### src/rtl/burst_seq_pkg.sv
package burst_seq_pkg;

  typedef enum logic [1:0] {
    OP_HOLD    = 2'd0,
    OP_LOAD    = 2'd1,
    OP_ADVANCE = 2'd2
  } burst_op_e;

endpackage

### src/rtl/burst_ctrl_decode.sv
module burst_ctrl_decode
  import burst_seq_pkg::*;
(
  input  logic      proc_strobe_n,
  input  logic      ctrl_strobe_n,
  input  logic      chip_sel,
  input  logic      adv_n,
  output burst_op_e op
);

  logic any_strobe;

  // A strobe while deselected blocks advancing too: it is a deselect cycle.
  assign any_strobe = ~proc_strobe_n | ~ctrl_strobe_n;

  always_comb begin
    if (any_strobe && chip_sel)
      op = OP_LOAD;
    else if (!any_strobe && !adv_n)
      op = OP_ADVANCE;
    else
      op = OP_HOLD;
  end

endmodule

### src/rtl/burst_beat_counter.sv
module burst_beat_counter
  import burst_seq_pkg::*;
#(
  parameter int BEAT_W = 2
) (
  input  logic              clk,
  input  logic              rst,
  input  burst_op_e         op,
  input  logic [BEAT_W-1:0] start_addr,
  output logic [BEAT_W-1:0] base_q,
  output logic [BEAT_W-1:0] beat_q,
  output logic [BEAT_W-1:0] base_d,
  output logic [BEAT_W-1:0] beat_d
);

  always_comb begin
    base_d = base_q;
    beat_d = beat_q;
    case (op)
      OP_LOAD: begin
        base_d = start_addr;
        beat_d = '0;
      end
      OP_ADVANCE: beat_d = BEAT_W'(beat_q + 1'b1);
      default: ;
    endcase
  end

  always_ff @(posedge clk) begin
    if (rst) begin
      base_q <= '0;
      beat_q <= '0;
    end else begin
      base_q <= base_d;
      beat_q <= beat_d;
    end
  end

endmodule

### src/rtl/burst_order_map.sv
module burst_order_map #(
  parameter int BEAT_W = 2
) (
  input  logic [BEAT_W-1:0] base,
  input  logic [BEAT_W-1:0] beat,
  input  logic              order_ilv,
  output logic [BEAT_W-1:0] addr
);

  logic [BEAT_W-1:0] ilv_addr;
  logic [BEAT_W-1:0] lin_addr;

  for (genvar b = 0; b < BEAT_W; b++) begin : g_ilv_bit
    assign ilv_addr[b] = base[b] ^ beat[b];
  end

  // Carry out of the top bit is dropped: the wrap stays inside the group.
  assign lin_addr = BEAT_W'(base + beat);
  assign addr     = order_ilv ? ilv_addr : lin_addr;

endmodule

### src/rtl/burst_addr_seq.sv
module burst_addr_seq
  import burst_seq_pkg::*;
#(
  parameter int BEAT_W = 2
) (
  input  logic              clk,
  input  logic              rst,
  input  logic [BEAT_W-1:0] start_addr,
  input  logic              proc_strobe_n,
  input  logic              ctrl_strobe_n,
  input  logic              chip_sel,
  input  logic              adv_n,
  input  logic              order_ilv,
  output logic [BEAT_W-1:0] burst_addr,
  output logic [BEAT_W-1:0] beat_idx
);

  burst_op_e         op;
  logic [BEAT_W-1:0] base_q;
  logic [BEAT_W-1:0] beat_q;
  logic [BEAT_W-1:0] base_d;
  logic [BEAT_W-1:0] beat_d;
  logic [BEAT_W-1:0] addr_d;
  logic [BEAT_W-1:0] addr_q;

  burst_ctrl_decode u_decode (
    .proc_strobe_n (proc_strobe_n),
    .ctrl_strobe_n (ctrl_strobe_n),
    .chip_sel      (chip_sel),
    .adv_n         (adv_n),
    .op            (op)
  );

  burst_beat_counter #(.BEAT_W(BEAT_W)) u_counter (
    .clk        (clk),
    .rst        (rst),
    .op         (op),
    .start_addr (start_addr),
    .base_q     (base_q),
    .beat_q     (beat_q),
    .base_d     (base_d),
    .beat_d     (beat_d)
  );

  burst_order_map #(.BEAT_W(BEAT_W)) u_map (
    .base      (base_d),
    .beat      (beat_d),
    .order_ilv (order_ilv),
    .addr      (addr_d)
  );

  // The address is mapped from next state so the output is a flop, not logic.
  always_ff @(posedge clk) begin
    if (rst) addr_q <= '0;
    else     addr_q <= addr_d;
  end

  assign burst_addr = addr_q;
  assign beat_idx   = beat_q;

endmodule

### config.mk
export PLATFORM = sky130hd
export DESIGN_NAME = burst_addr_seq
export DESIGN_NICKNAME = d
export VERILOG_FILES = /design/src/rtl/burst_seq_pkg.sv /design/src/rtl/burst_ctrl_decode.sv /design/src/rtl/burst_beat_counter.sv /design/src/rtl/burst_order_map.sv /design/src/rtl/burst_addr_seq.sv
export SDC_FILE = /design/constraint.sdc
export NUM_CORES = 1
export LEC_CHECK = 0
export BUFFER_PORTS_ARGS = -buffer_cell sky130_fd_sc_hd__clkbuf_2
export CAP_MARGIN = 20
export CORE_AREA = 2 2 39 41
export DETAILED_ROUTE_END_ITERATION = 8
export DIE_AREA = 0 0 41 43
export PLACE_DENSITY_LB_ADDON = 0.12
export SETUP_SLACK_MARGIN = 0.4
export SLEW_MARGIN = 25
export SYNTH_ARGS = -nofsm -noshare
export SYNTH_HDL_FRONTEND = slang
export SYNTH_HIERARCHICAL = 1
export SYNTH_SLANG_ARGS = --single-unit
### constraint.sdc
create_clock -name clk -period 2.3 [get_ports clk]
set_input_delay 0.46 -clock clk [delete_from_list [all_inputs] [get_ports clk]]
set_output_delay 0.46 -clock clk [all_outputs]
set_load 0.01 [all_outputs]
# Yosys cells after proc, flatten, opt, wreduce, memory -nomap -nowiden
# Cells that the tools add are included.
# totals
register_bits	6
in_bits	9
output_inout_bits	4
wordCells	21
# op_classes
n_addsub	2
eq_ne	2
mux	5
n_bitwise	5
reduce_logical	4
# ops
cell	n
$mux W2	4
$pmux W2 S2	1
$add A2 B1 Y2 const B	1
$add A2 B2 Y2	1
$eq A2 B1 Y1 const B	1
$eq A2 B2 Y1 const B	1
$logic_and A1 B1 Y1	2
$logic_not A1 Y1	2
$not A1 Y1	2
$xor A1 B1 Y1	2
$or A1 B1 Y1	1

# Longest topological paths before layout
# Gate-level depths: netlist (run 1).
# depth
ltp_word	10
ltp_mapped	9
mapped_depth_nobuf	9

# Cells and area by module
# The synthesis (run 1) kept the hierarchy.
# modules_own_cells
mod	instances	cells_each	area_each_um2	seq_area_each_um2
burst_beat_counter	1	22	214.0	80.1
burst_addr_seq	1	4	52.6	40.0
burst_order_map	1	4	36.3	0.0
burst_ctrl_decode	1	2	16.3	0.0

# Worst setup path before layout (run 1)
# No wires, ideal clock.
# synth_path
kind	input-to-reg
startpoint	in chip_sel
endpoint	reg addr_q[1] (netlist: burst_addr[1])
setup_time_ns	0.065
arrival_time_ns	2.030
required_ns	2.235
setup_slack_ns	0.205
cell_stages	9
n_path_buf	0
path_cell_list	a21boi_1 -> inv_1 -> ha_1 -> or3b_2 -> nand2_1 -> ha_1 -> nor2b_1 -> xnor2_1 -> nor2b_1
# synth_between
elab_chain_cells	6
elab_cells_between_ends	9
classes_between	add/sub (1); eq/ne (2); mux (4); bitwise (1); reduce/logical (1)
# synth_rtl
element	line_no	rtl
start: declaration	burst_addr_seq.sv:11	input logic chip_sel,
$logic_and A1 B1 Y1 (*)	burst_ctrl_decode.sv:17	if (any_strobe && chip_sel)
$mux W2 (*)	burst_ctrl_decode.sv:17	
$eq A2 B2 Y1 / $eq A2 B1 Y1 (equally long branches)	burst_beat_counter.sv:19	case (op)
$pmux W2 S2 (*)	burst_beat_counter.sv:19	
via beat_d[0]	burst_addr_seq.sv:22	logic [BEAT_W-1:0] beat_d;
$add A2 B2 Y2 (*)	burst_order_map.sv:18	assign lin_addr = BEAT_W'(base + beat);
$mux W2 (*)	burst_order_map.sv:19	assign addr = order_ilv ? ilv_addr : lin_addr;
via addr_d[1]	burst_addr_seq.sv:23	logic [BEAT_W-1:0] addr_d;
end signal: assignment	burst_addr_seq.sv:55	else addr_q <= addr_d;
end: declaration	burst_addr_seq.sv:24	logic [BEAT_W-1:0] addr_q;
# The timed path passes the listed nets; every way through them passes the cells marked *.
# A chain may end at the register's enable or synchronous reset.

# Worst setup path after layout (run 1)
# layout_path
startpoint	in proc_strobe_n
endpoint	reg addr_q[1] (netlist: burst_addr[1])
# layout_between
elab_chain_cells	10
elab_cells_between_ends	14
classes_between	add/sub (1); eq/ne (2); mux (5); bitwise (3); reduce/logical (3)
# layout_rtl
element	line_no	rtl
start: declaration	burst_addr_seq.sv:9	input logic proc_strobe_n,
$not A1 Y1 (*)	burst_ctrl_decode.sv:14	assign any_strobe = ~proc_strobe_n | ~ctrl_strobe_n;
$or A1 B1 Y1 (*)	burst_ctrl_decode.sv:14	
$logic_not A1 Y1	burst_ctrl_decode.sv:19	else if (!any_strobe && !adv_n)
$logic_and A1 B1 Y1	burst_ctrl_decode.sv:19	
$mux W2	burst_ctrl_decode.sv:19	
$mux W2 (*)	burst_ctrl_decode.sv:17	
via op[1]	burst_addr_seq.sv:18	burst_op_e op;
$eq A2 B2 Y1 / $eq A2 B1 Y1 (equally long branches)	burst_beat_counter.sv:19	
$pmux W2 S2 (*)	burst_beat_counter.sv:19	
via beat_d[0]	burst_addr_seq.sv:22	
$add A2 B2 Y2 (*)	burst_order_map.sv:18	
$mux W2 (*)	burst_order_map.sv:19	
via addr_d[1]	burst_addr_seq.sv:23	
# Marked as above.

==> impl_metrics.py, run 1 <==
metrics = {
    "min_path": {
        "whs_path_depth": 2,
        "hp-class": "in2reg",
    },
    "clocking": {
        "clk_pin_slew_worst_paths_ns": 0.05,
        "cts_max_level": 1,
        "clock_path_buffers": 2,
        "clk_latency_ns": 0.24,
        "cts_buffers": 3,
        "cts_sinks": 6,
        "cts_root_buffer": "clkbuf_4",
        "cts_tree": "built",
    },
    "setup_path": {
        "cp_slowest_cell": "or3b_4",
        "critPathTopFamily": "simple AND/OR/NAND/NOR gates",
        "slowest_delay_ns": 0.37,
        "arrival_ns": 2.00,
        "r2r_setup_slack_ns": 0.89,
        "worst-path-max-fanout": 5,
        "path_depth": 9,
        "path_class": "in2reg",
        "crit_chain": "clkbuf_2, and3b_2, ha_4, or3b_4, nand2_1, ha_1, nor2b_4, xnor2_1, nor2b_1",
        "reg2reg_to": "burst_addr[1]",
        "reg2reg_from": "u_counter/beat_q[0]",
        "startpoint_type": "input port",
        "cp.required_ns": 2.48,
        "r2r_cells": 5,
        "cp-startpoint": "proc_strobe_n",
        "critPathBufInv": 1,
        "endpoint_kind": "flip-flop",
        "setup.worst_path.end": "burst_addr[1]",
    },
    "sta": {
        "min_period_ns": 1.822,
        "setup_viol": 0,
        "post-route-period-util_pct": 79.23,
        "worst_slack_ns": 0.4777,
        "max_freq_mhz": 548.8,
        "tns_ns": 0,
        "slew_violations": 0,
        "hold_slack_ns": 0.4822,
        "finalClockSkew_ns": 0.002668,
        "tightest_slew_ns": 0.3805,
        "hold_viol_final": 0,
        "max_slew_margin_pct": 74.63,
        "rsz0062_at_grt": "false",
    },
    "global_routing": {
        "grt_pass1_vias": 283,
        "track_usage_pct": 9.839,
        "grt_pass1_wl_mm": 1.069,
        "antenna_found_initial": 0,
        "grt_max_degree": 7,
        "overflow": 0,
    },
    "route": {
        "viasPerCell": 4.313,
        "drt_iter0_markers": 3,
        "vias": 276,
        "drc_errors": 0,
        "ant_nets": 0,
        "first_pass_iters": 2,
        "wl_per_cell_um": 10.73,
        "wirelength_um": 687,
    },
    "logic_synthesis": {
        "seq_area_frac_synth_pct": 37.65,
        "yosys-top-cells-area": "dfxtp_1 (38%), ha_1 (12%), nor2b_1 (9.8%)",
        "yosys.area.top_type": "dfxtp_1",
        "ys_async_sr_fraction_pct": 0,
        "yosys-top-cells-count": "dfxtp_1 (6), nor2b_1 (5), ha_1 (3), nand2_1 (3)",
        "yosys.cell_count.top_type": "dfxtp_1",
        "ys_types": 15,
        "synthCells": 32,
        "yosys_warnings": 6,
        "syn_nets": 44,
        "syn_avg_cell_area_sq_um": 9.971,
        "ys_ff_latch": 6,
        "synthFlopType": "dfxtp_1",
        "synth.cell_area_sq_um": 319.1,
        "synth-edff-count": 0,
        "synth_top_area_share_pct": 37.65,
    },
    "power": {
        "leakage_nw": 0.2067,
        "peakVddDrop_v": 0.0002575,
        "powerDensity_nw_per_um2": 521.0,
    },
    "flow_run": {
        "timing.max_cap.violations": 0,
    },
    "die": {
        "core_sq_um": 1384,
        "dieHeight_um": 43,
        "floorplan.initialDensity_pct": 23.06,
        "num_rows": 14,
        "die_width_um": 41,
        "die_area_sq_um": 1763,
        "io_pins": 13,
    },
    "final_layout": {
        "syn2layout_area_growth_pct": 50.98,
        "regArea_sq_um": 120.1,
        "nNetsFinal": 62,
        "multi_input_area_sq_um": 244.0,
        "fillers": 157,
        "utilization_pct": 34.81,
        "insertedDiodeCount": 0,
        "drive_above_1_share_pct": 56.25,
        "post-route-cell-area_sq_um": 481.7,
    },
    "placement": {
        "gp_congestion": 0.6615,
        "dpl_cell_area_sq_um": 436.7,
        "dpl.hpwl_um": 548.2,
        "port_buffers": 12,
        "place_ws_ns": 0.1987,
    },
    "outcome": {
        "status": "completed",
    },
}
-- stage by stage --
| stage | instances | total power [W] |
|---|---|---|
| final | 64 | 0.0002510 |
| after global routing | 64 | 0.0002711 |
| after CTS | 63 | 0.0002556 |
| after detailed placement | 60 | 0.0001559 |
| after global placement | 60 | 0.0001540 |
| after floorplan | 32 | 0.0001391 |
-- power by group --
part / switching [W] / internal [W] / total [W]
sequential: 0.00000135 / 0.000109 / 0.000111
combinational: 0.0000194 / 0.0000253 / 0.0000447
clock: 0.0000367 / 0.0000589 / 0.0000957
-- what timing repair did --
item | in CTS | in global routing
setup endpoints to repair | 0 | 1
hold buffers | 0 | 0
gates resized for setup | 0 | 2
buffers inserted | 0 | 1
-- worst min path at each step --
stage	from	slack (ns)	endpoint
finish	rst	0.48	burst_addr[1]
floorplan	u_counter/beat_q[0]	0.52	u_counter/beat_q[0]
global placement	u_counter/beat_q[0]	0.52	u_counter/beat_q[0]
global route	rst	0.49	u_counter/beat_q[0]
CTS	rst	0.48	burst_addr[1]
detailed placement	u_counter/beat_q[0]	0.53	u_counter/beat_q[0]
-- sequential cells by signal (all words and copies together) (netlist names) --
signal and count:
u_counter/base_q 2, burst_addr 2, u_counter/beat_q 2
-- layer usage --
layer | GRT usage [%] | up-vias | wire length [um]
li1 | - | 142 | -
met2 | 14.69 | 9 | 366
met4 | 6.000 | 0 | 0
met1 | 8.682 | 125 | 251
met3 | 7.853 | 0 | 70
met5 | 0 | - | 0
-- layout by cell type (no fill, tap or decap) --
cell type   n
ha_4        1
nand2_1     3
clkbuf_2   12
mux2_2      2
a311oi_2    1
and3b_2     1
dfxtp_1     6
nand2b_1    1
a21boi_4    1
nor2b_4     1
xnor2_1     2
nor2b_1     4
buf_4       1
inv_2       1
inv_1       1
a31oi_4     1
ha_1        2
a21oi_1     2
clkbuf_4    3
or3b_4      2
-- logic make-up after synthesis --
group,synth area share (%)
compound gates,12.16
xor+xnor,5.491
fa+ha+maj,11.77
buf+inv,2.354
flops,37.65
mux,7.058
simple gates,23.53
-- final cells by class --
cell class | count | area share [%]
Tap cell | 16 | 4.156
Inverter | 2 | 1.558
Sequential cell | 6 | 24.94
Clock buffer | 3 | 4.675
Timing Repair Buffer | 13 | 14.03
Multi-Input combinational cell | 24 | 50.65
Power figures use the tool's default switching activity.
==> run 2, diff against run 1 <==
--- a/config.mk
+++ b/config.mk
@@ -5,6 +5,7 @@
 export SDC_FILE = /design/constraint.sdc
 export NUM_CORES = 1
 export LEC_CHECK = 0
+export ABC_AREA = 1
 export BUFFER_PORTS_ARGS = -buffer_cell sky130_fd_sc_hd__clkbuf_2
 export CAP_MARGIN = 20
 export CORE_AREA = 2 2 39 41
==> constraint.sdc (replaced) <==
create_clock -name clk -period 1.65 [get_ports clk]
set_input_delay 0.33 -clock clk [delete_from_list [all_inputs] [get_ports clk]]
set_output_delay 0.33 -clock clk [all_outputs]
set_load 0.01 [all_outputs]
==> impl_metrics.py, run 2 <==
metrics = {
    "outcome": {
        "status": "completed",
    },
    "sta": {
        "worst_slack_ns": 0.07425,
        "hold_slack_ns": 0.3586,
        "max_slew_margin_pct": 83.31,
        "tightest_slew_ns": 0.2501,
        "hold_viol_final": 0,
        "setup_viol": 0,
        "rsz0062_at_grt": "true",
        "post-route-period-util_pct": 95.50,
        "max_freq_mhz": 634.6,
        "slew_violations": 0,
        "min_period_ns": 1.576,
        "finalClockSkew_ns": 0.003522,
    },
    "die": {
        "die_area_sq_um": 1763,
        "die_width_um": 41,
        "io_pins": 13,
        "floorplan.initialDensity_pct": 26.31,
        "core_sq_um": 1384,
        "dieHeight_um": 43,
        "num_rows": 14,
    },
    "clocking": {
        "clk_pin_slew_worst_paths_ns": 0.05,
        "cts_sinks": 6,
        "cts_root_buffer": "clkbuf_4",
        "clk_latency_ns": 0.24,
        "clock_path_buffers": 2,
        "cts_tree": "built",
        "post-cts-setup-buffers": 0,
        "hold_buffers": 0,
        "cts_buffers": 3,
        "cts_max_level": 1,
    },
    "logic_synthesis": {
        "ys_ff_latch": 6,
        "yosys.area.top_type": "dfxtp_1",
        "syn_avg_cell_area_sq_um": 6.620,
        "synth-edff-count": 0,
        "ys_async_sr_fraction_pct": 0,
        "synthFlopType": "dfxtp_1",
        "yosys_warnings": 6,
        "synthCells": 55,
        "yosys-top-cells-area": "dfxtp_1 (33%), inv_1 (13%), nand2_1 (13%)",
        "syn_nets": 67,
        "ys_types": 13,
        "synth_top_area_share_pct": 32.99,
        "synth.cell_area_sq_um": 364.1,
        "yosys-top-cells-count": "inv_1 (13), nand2_1 (13), dfxtp_1 (6)",
        "seq_area_frac_synth_pct": 32.99,
    },
    "setup_path": {
        "path_class": "in2reg",
        "cp.required_ns": 1.78,
        "startpoint_type": "input port",
        "endpoint_kind": "flip-flop",
        "arrival_ns": 1.70,
        "worst-path-max-fanout": 3,
    },
    "global_routing": {
        "grt_pass1_wl_mm": 1.207,
        "antenna_found_initial": 0,
        "grt_pass1_vias": 339,
        "track_usage_pct": 10.46,
        "grt_max_degree": 7,
        "overflow": 0,
    },
    "power": {
        "peakVddDrop_v": 0.0004157,
        "powerDensity_nw_per_um2": 614.2,
        "switching_share_pct": 26.84,
        "p_clk_share_pct": 33.9,
        "leakage_nw": 0.3131,
        "cellInternalPower_w": 0.0002834,
        "p_seq_share_pct": 40.2,
        "combPwrFrac_pct": 25.9,
        "switchingPower_w": 0.0001039,
    },
    "route": {
        "ant_nets": 0,
        "highest_layer": "met4",
        "met1_length_um": 382,
        "wl_met3_um": 38,
        "drc_errors": 0,
        "met2_length_um": 389,
        "viasPerCell": 4.163,
        "wirelength_um": 820,
        "drt_iter0_markers": 6,
        "wl_per_cell_um": 8.913,
        "vias": 383,
        "first_pass_iters": 4,
    },
    "final_layout": {
        "fillers": 142,
        "final_cell_mix": "clkbuf_2 (10), nand2_1 (10), inv_1 (7)",
        "multi_input_area_sq_um": 275.3,
        "insertedDiodeCount": 0,
        "syn2layout_area_growth_pct": 73.20,
        "drive_above_1_share_pct": 57.89,
        "post-route-cell-area_sq_um": 630.6,
        "regArea_sq_um": 120.1,
        "nNetsFinal": 90,
    },
    "min_path": {
        "hp-class": "in2reg",
    },
    "placement": {
        "dpl_cell_area_sq_um": 521.8,
        "place_ws_ns": -0.2227,
        "gp_congestion": 0.6602,
        "port_buffers": 12,
        "dpl.hpwl_um": 643.2,
    },
    "flow_run": {
        "timing.max_cap.violations": 0,
    },
}
-- run 2: cell count changes in the layout (fill, tap and decap cells not counted), sizes merged, moves of 4 or more --
cell   before  now
buf         1    7
inv         2   15
nand2       3   15
nand3       0    4
nor2        0    6
nor2b       5    0
-- run 2: routing by layer --
layer | vias to the layer above | track usage (%)
li1 | 209 | -
met1 | 161 | 11.00
met2 | 11 | 17.19
met3 | 2 | 4.712
met4 | 0 | 4.000
met5 | - | 0
-- run 2: final timing paths --
path	startpoint	cells after the start	slack, ns	to
worst max register to register	u_counter/beat_q[0]	12	0.36	burst_addr[1]
worst min register to register	u_counter/base_q[1]	2	0.47	u_counter/base_q[1]
worst max-delay path	proc_strobe_n	16	0.07	burst_addr[1]
worst min-delay path	rst	2	0.36	u_counter/beat_q[1]
-- run 2: area by class of cell --
class,count,area share (%)
clock buffers,3,3.571
inverters,15,9.722
multi-input cells,34,43.65
flip-flops and latches,6,19.05
well taps,16,3.175
repair buffers,18,20.83
-- run 2: cell families (layout without fill, tap and decap cells) --
kind of cell               after synthesis  after routing  synth area share, %
and+or+nand+nor                         27             27                35.74
buffers and inverters                   15             36                15.47
AOI/OAI and AO/OA                        4              4                5.499
DFF                                      6              6                32.99
adders and majority gates                3              3                10.31
-- run 2: worst max-delay path, stage by stage --
cell and delay [ns]:
buf_8 0.10, a21oi_4 0.15, inv_2 0.06, ha_4 0.27
inv_4 0.04, nand2_4 0.07, inv_4 0.04, nor2_4 0.12
ha_4 0.15, inv_2 0.03, nor2_2 0.11, nand3_1 0.07
nand2_1 0.06, inv_1 0.04, inv_1 0.04, nor2_1 0.03
-- run 2: power groups by stage --
| stage | clock (W) | combinational [W] | sequential [W] |
|---|---|---|---|
| 2_1_floorplan | 0 | 0.0000448 | 0.000160 |
| 3_3_place_gp | 0 | 0.0000794 | 0.000158 |
| 3_5_place_dp | 0 | 0.0000809 | 0.000158 |
| 4_1_cts | 0.000138 | 0.0000908 | 0.000156 |
| 5_1_grt | 0.000149 | 0.000110 | 0.000156 |
| 6_report | 0.000131 | 0.000100 | 0.000156 |
-- run 2: repair_timing --
action | CTS | global route
setup endpoints to repair | 3 | 3
resized for setup | 6 | 18
pin swaps | 3 | 8
-- run 2: through the flow --
step | std cells | setup TNS, ns | total power [W] | util, %
after global placement | 89 | -0.2093 | 0.0002372 | 37.70
after floorplan | 55 | 0 | 0.0002047 | -
final | 92 | 0 | 0.0003873 | 45.57
after global routing | 92 | -0.01895 | 0.0004147 | 45.57
after CTS | 92 | 0 | 0.0003846 | 42.13
after detailed placement | 89 | -0.2414 | 0.0002390 | 37.70
